**config.mk**
```make
export PLATFORM = sky130hd
export DESIGN_NAME = link_setup_ctrl
export DESIGN_NICKNAME = d
export VERILOG_FILES = /design/src/rtl/link_setup_pkg.sv /design/src/rtl/ls_listen_timer.sv /design/src/rtl/ls_resolver.sv /design/src/rtl/link_setup_ctrl.sv
export SDC_FILE = /design/constraint.sdc
export NUM_CORES = 1
export LEC_CHECK = 0
export BUFFER_PORTS_ARGS = -buffer_cell sky130_fd_sc_hd__buf_2
export CAP_MARGIN = 20
export CELL_PAD_IN_SITES_DETAIL_PLACEMENT = 1
export CELL_PAD_IN_SITES_GLOBAL_PLACEMENT = 1
export CORE_AREA = 2 2 64 66
export DETAILED_ROUTE_END_ITERATION = 16
export DIE_AREA = 0 0 66 68
export PLACE_DENSITY_LB_ADDON = 0.1
export REMOVE_ABC_BUFFERS = 1
export SLEW_MARGIN = 20
export SYNTH_ARGS = -nofsm -noshare
export SYNTH_HDL_FRONTEND = slang
export SYNTH_SLANG_ARGS = --single-unit
```
**constraint.sdc**
```tcl
create_clock -name clk -period 2.2 [get_ports clk]
set_input_delay 0 -clock clk [delete_from_list [all_inputs] [get_ports clk]]
set_output_delay 0 -clock clk [all_outputs]
set_load 0.02 [all_outputs]
```
**src/rtl/link_setup_pkg.sv**
```systemverilog
`timescale 1ns/1ps
package link_setup_pkg;

    localparam int NUM_STATES = 4;

    typedef enum logic [NUM_STATES-1:0] {
        ST_START  = 4'b0001,
        ST_FORCE  = 4'b0010,
        ST_DETECT = 4'b0100,
        ST_UP     = 4'b1000
    } ls_state_e;

    typedef struct packed {
        ls_state_e state;
        logic      link_up;
        logic      speed_100;
        logic      full_duplex;
        logic      restart;
        logic      auto_mode;
    } ls_ctl_t;

endpackage

```
**src/rtl/ls_listen_timer.sv**
```systemverilog
`timescale 1ns/1ps
module ls_listen_timer #(
    parameter int LISTEN_CYCLES = 1024
) (
    input  logic clk,
    input  logic rst,
    input  logic run,
    output logic expired
);
    localparam int CW = $clog2(LISTEN_CYCLES + 1);
    localparam logic [CW-1:0] LAST = CW'(LISTEN_CYCLES - 1);

    logic [CW-1:0] count_d, count_q;

    always_comb begin
        expired = run && (count_q == LAST);
        if (!run || expired) begin
            count_d = '0;
        end else begin
            count_d = count_q + 1'b1;
        end
    end

    always_ff @(posedge clk) begin
        if (rst) begin
            count_q <= '0;
        end else begin
            count_q <= count_d;
        end
    end
endmodule

```
**src/rtl/ls_resolver.sv**
```systemverilog
`timescale 1ns/1ps
module ls_resolver (
    input  logic auto_mode,
    input  logic an_done,
    input  logic an_speed_100,
    input  logic an_full,
    input  logic pulse_10_seen,
    input  logic idle_100_seen,
    input  logic force_100,
    input  logic force_full,
    output logic hit,
    output logic res_100,
    output logic res_full
);
    always_comb begin
        hit      = 1'b0;
        res_100  = 1'b0;
        res_full = 1'b0;
        if (auto_mode) begin
            if (an_done) begin
                hit      = 1'b1;
                res_100  = an_speed_100;
                res_full = an_full;
            end else if (idle_100_seen) begin
                hit     = 1'b1;
                res_100 = 1'b1;
            end else if (pulse_10_seen) begin
                hit = 1'b1;
            end
        end else begin
            hit      = force_100 ? idle_100_seen : pulse_10_seen;
            res_100  = force_100;
            res_full = force_full;
        end
    end
endmodule

```
**src/rtl/link_setup_ctrl.sv**
```systemverilog
`timescale 1ns/1ps
module link_setup_ctrl
    import link_setup_pkg::*;
#(
    parameter int LISTEN_CYCLES = 1024
) (
    input  logic                  clk,
    input  logic                  rst,
    input  logic                  an_enable,
    input  logic                  force_100,
    input  logic                  force_full,
    input  logic                  an_done,
    input  logic                  an_speed_100,
    input  logic                  an_full,
    input  logic                  pulse_10_seen,
    input  logic                  idle_100_seen,
    input  logic                  link_fail,
    input  logic                  wake,
    output logic                  link_up,
    output logic                  speed_100,
    output logic                  full_duplex,
    output logic                  restart_an,
    output logic [NUM_STATES-1:0] state_onehot
);
    ls_ctl_t ctl_d, ctl_q;
    logic    hit, res_100, res_full;
    logic    abort, mode_flip, timer_run, timer_expired;

    assign abort     = link_fail || wake;
    assign mode_flip = (an_enable != ctl_q.auto_mode);
    assign timer_run = (ctl_q.state == ST_DETECT) && !abort && !mode_flip && !hit;

    ls_resolver u_resolve (
        .auto_mode     (ctl_q.state == ST_DETECT),
        .an_done       (an_done),
        .an_speed_100  (an_speed_100),
        .an_full       (an_full),
        .pulse_10_seen (pulse_10_seen),
        .idle_100_seen (idle_100_seen),
        .force_100     (force_100),
        .force_full    (force_full),
        .hit           (hit),
        .res_100       (res_100),
        .res_full      (res_full)
    );

    ls_listen_timer #(.LISTEN_CYCLES(LISTEN_CYCLES)) u_timer (
        .clk     (clk),
        .rst     (rst),
        .run     (timer_run),
        .expired (timer_expired)
    );

    always_comb begin
        ctl_d         = ctl_q;
        ctl_d.restart = 1'b0;
        if (abort) begin
            ctl_d.state       = ST_START;
            ctl_d.link_up     = 1'b0;
            ctl_d.speed_100   = 1'b0;
            ctl_d.full_duplex = 1'b0;
        end else begin
            unique case (ctl_q.state)
                ST_START: begin
                    ctl_d.auto_mode = an_enable;
                    ctl_d.state     = an_enable ? ST_DETECT : ST_FORCE;
                end
                ST_FORCE, ST_DETECT: begin
                    if (mode_flip) begin
                        ctl_d.state = ST_START;
                    end else if (hit) begin
                        ctl_d.state       = ST_UP;
                        ctl_d.link_up     = 1'b1;
                        ctl_d.speed_100   = res_100;
                        ctl_d.full_duplex = res_full;
                    end else if (timer_expired) begin
                        ctl_d.restart = 1'b1;
                    end
                end
                ST_UP: begin
                    if (mode_flip) begin
                        ctl_d.state       = ST_START;
                        ctl_d.link_up     = 1'b0;
                        ctl_d.speed_100   = 1'b0;
                        ctl_d.full_duplex = 1'b0;
                    end
                end
                default: begin
                    ctl_d.state   = ST_START;
                    ctl_d.link_up = 1'b0;
                end
            endcase
        end
    end

    always_ff @(posedge clk) begin
        if (rst) begin
            ctl_q.state       <= ST_START;
            ctl_q.link_up     <= 1'b0;
            ctl_q.speed_100   <= 1'b0;
            ctl_q.full_duplex <= 1'b0;
            ctl_q.restart     <= 1'b0;
            ctl_q.auto_mode   <= 1'b0;
        end else begin
            ctl_q <= ctl_d;
        end
    end

    assign link_up      = ctl_q.link_up;
    assign speed_100    = ctl_q.speed_100;
    assign full_duplex  = ctl_q.full_duplex;
    assign restart_an   = ctl_q.restart;
    assign state_onehot = ctl_q.state;
endmodule

```
==> results by group <==
Die
  – Row count: 23
  – Boundary Pins: 20
  – Full die area: 0.004488 mm^2
  – Initial Utilization: 0.2852
  – Die width: 66 um
  – Core area: 0.003856 mm^2
  – Die Y: 68 um

Global route
  – Total grt overflow: 0
  – Pin count of the biggest net entering global routing: 12
  – Gr usage total: 0.1311
  – Initial antenna violation count: 0
  – First-pass GRT wire length: 4464 um
  – Vias in the first global route: 956

Synthesis
  – Cell taking the most area after synthesis: dfxtp_1
  – Sequential element share of the synthesized area: 0.3641
  – Syn Inst Count: 118
  – Number of synthesized flops with an enable pin: 0
  – Flops & latches, synth: 20
  – Cell Area, Synth: 0.001100 mm^2
  – Share of the synthesized area in the top cell type: 0.3641
  – Syn Area/Cell: 9.320 um^2
  – FFs w/ async S/R, synth: 0
  – Post-synthesis cell type count: 40
  – Synth Warn #: 0
  – Commonest register cell after synthesis: dfxtp_1
  – Synth area leaders: dfxtp_1 (36%), xnor2_1 (5.6%), mux2i_1 (4.6%), nor2_2 (4.6%), nor2_1 (3.4%)

Layout
  – Layout overhead on the synthesized area: 14.90%
  – Proportion of layout cells with a drive suffix above 1: 0.3139
  – Nets: 152
  – Final core utilization: 0.3277
  – # diodes: 0
  – Most frequent cells in the layout: dfxtp_1 (20), buf_2 (19), nor2_1 (10)
  – Fin cells: 187
  – Most common cell after layout, fill and taps aside: dfxtp_1

Clock network
  – Worst-path clk slew: 80 ps
  – CTS tree: yes
  – Clock Sinks: 20
  – Post-CTS resize count: 0
  – Postcts setup bufs: 0
  – Root Buffer: clkbuf_8
  – CTS H-tree depth: 1
  – Skew-Pair Late Insertion Delay: 260 ps
  – Hold_buf cts: 1
  – TritonCTS Buffers: 3
  – CTS Buffer Depth: 2

Setup path
  – WP data required: 2400 ps
  – Worst reg2reg startpoint: state_onehot[0]
  – Critical path endpoint category: register
  – Worst Path Max Fanout: 9
  – Crit Path Class: register to register
  – Critical Path Source: state_onehot[0]
  – CP Launch Type: register
  – Critical Path AT: 2050 ps

Route
  – Vias per cell: 4.738
  – Antenna-violating nets left: 0
  – Routed length per placed instance: 13.27 um
  – Routed WL: 2481 um
  – Vias: 886
  – Drt pass-1 iters: 2
  – DRC viols: 0
  – Iteration-0 DRC count of the detailed router: 24

Timing
  – Max Fclk: 541.2 MHz
  – Fin. Hold Viols: 0
  – RSZ-0062 raised after global routing: no
  – Setup-failing EPs final: 0
  – Post-layout minimum cycle time: 1848 ps
  – Setup TNS Final: 0 ps
  – Layout Skew: 6.414 ps
  – Final Hold Slack: 18.72 ps
  – Final Cycle Share: 0.8399
  – Final Max Tran Viols: 0
  – Slew headroom: 0.4995
  – Worst-Margin Slew: 748.3 ps

Pwr
  – Power Density: 537.4 mW/mm^2
  – Static leakage: 0.0004366 uW
  – Peak supply drop: 0.2716 mV

Place
  – Routability cong.: 0.7502
  – Port Buf Inserts: 19
  – Placed insts: 183
  – DP HPWL: 1929 um

Status
  – Status: finished, final reports clean

Flow run
  – Max-cap violations: 0

Min path
  – Hold Path Class: input port to register
  – Min-delay src: an_enable
-- critical path, cell delays in order (launching register included) --
cell     delay [ps]
dfxtp_1         430
nor4b_4         410
nand3_2         150
or4_1           480
buf_4           200
nor2_2          100
-- flip-flops by register name (all words and copies together), names as in the netlist --
register	cells
u_timer.count_q	11
state_onehot	4
ctl_q	1
full_duplex	1
link_up	1
restart_an	1
speed_100	1
-- final timing paths --
kind	endpoint	slack [ps]	depth (start not counted)
setup reg to reg	u_timer.count_q[9]	350	5
hold reg to reg	u_timer.count_q[10]	450	2
hold / removal	state_onehot[2]	20	3
setup / recovery	u_timer.count_q[9]	350	5
-- where the power goes --
group	total, uW	switching [uW]	leakage [uW]	internal [uW]
logic	65.8	37.5	0.000254	28.3
registers	370	5.38	0.000161	365
clock network	243	121	0.0000216	122
total	679	164	0.000437	515
-- metrics by stage --
stage	worst slack (ps)	power, uW	instance area, um^2
2_1_floorplan	333.5	412.5	1032
3_5_place_dp	361.1	443.6	1212
6_report	352.1	679.1	1264
4_1_cts	321.0	701.8	1264
3_3_place_gp	372.2	442.9	1212
5_1_grt	226.0	718.1	1264
-- layer usage --
layer	global-route usage	wire length (um)	share of wire
met2	0.2551	1349	0.54
met4	0.03827	7	0.0028
met5	0	0	0
met1	0.1375	1039	0.42
met3	0.03618	84	0.034
-- synthesized netlist by cell type (2+ instances only) --
master   instances
or4_1            2
nand2_1          9
buf_4            4
nor2_2           8
a21oi_1          3
mux2i_1          5
nor4b_1          2
xnor2_1          7
nand3_1          5
dfxtp_1         20
xor2_1           4
buf_6            2
inv_1            5
o21ai_0          2
o31ai_1          2
nor4_1           2
nor3_1           4
nor2_1          10
-- layout make-up --
type                    count  area [um^2]
repair buffers             23        127.6
multi-input cells          86        613.1
flip-flops and latches     20        400.4
well taps                  50        62.56
fillers                   475         2592
inverters                   5        18.77
clock buffers               3        41.29
-- logic make-up after synthesis --
kind of cell               Yosys count  synth area share
DFF                                 20            0.3640
buffers and inverters               12           0.07850
xor gates and xnor gates            11           0.08760
AOI/OAI and AO/OA                   14            0.1001
adders and majority gates            1           0.01137
muxes                                5           0.04551
and+or+nand+nor                     55            0.3129
Note: power is estimated with default switching activity, not from simulation.
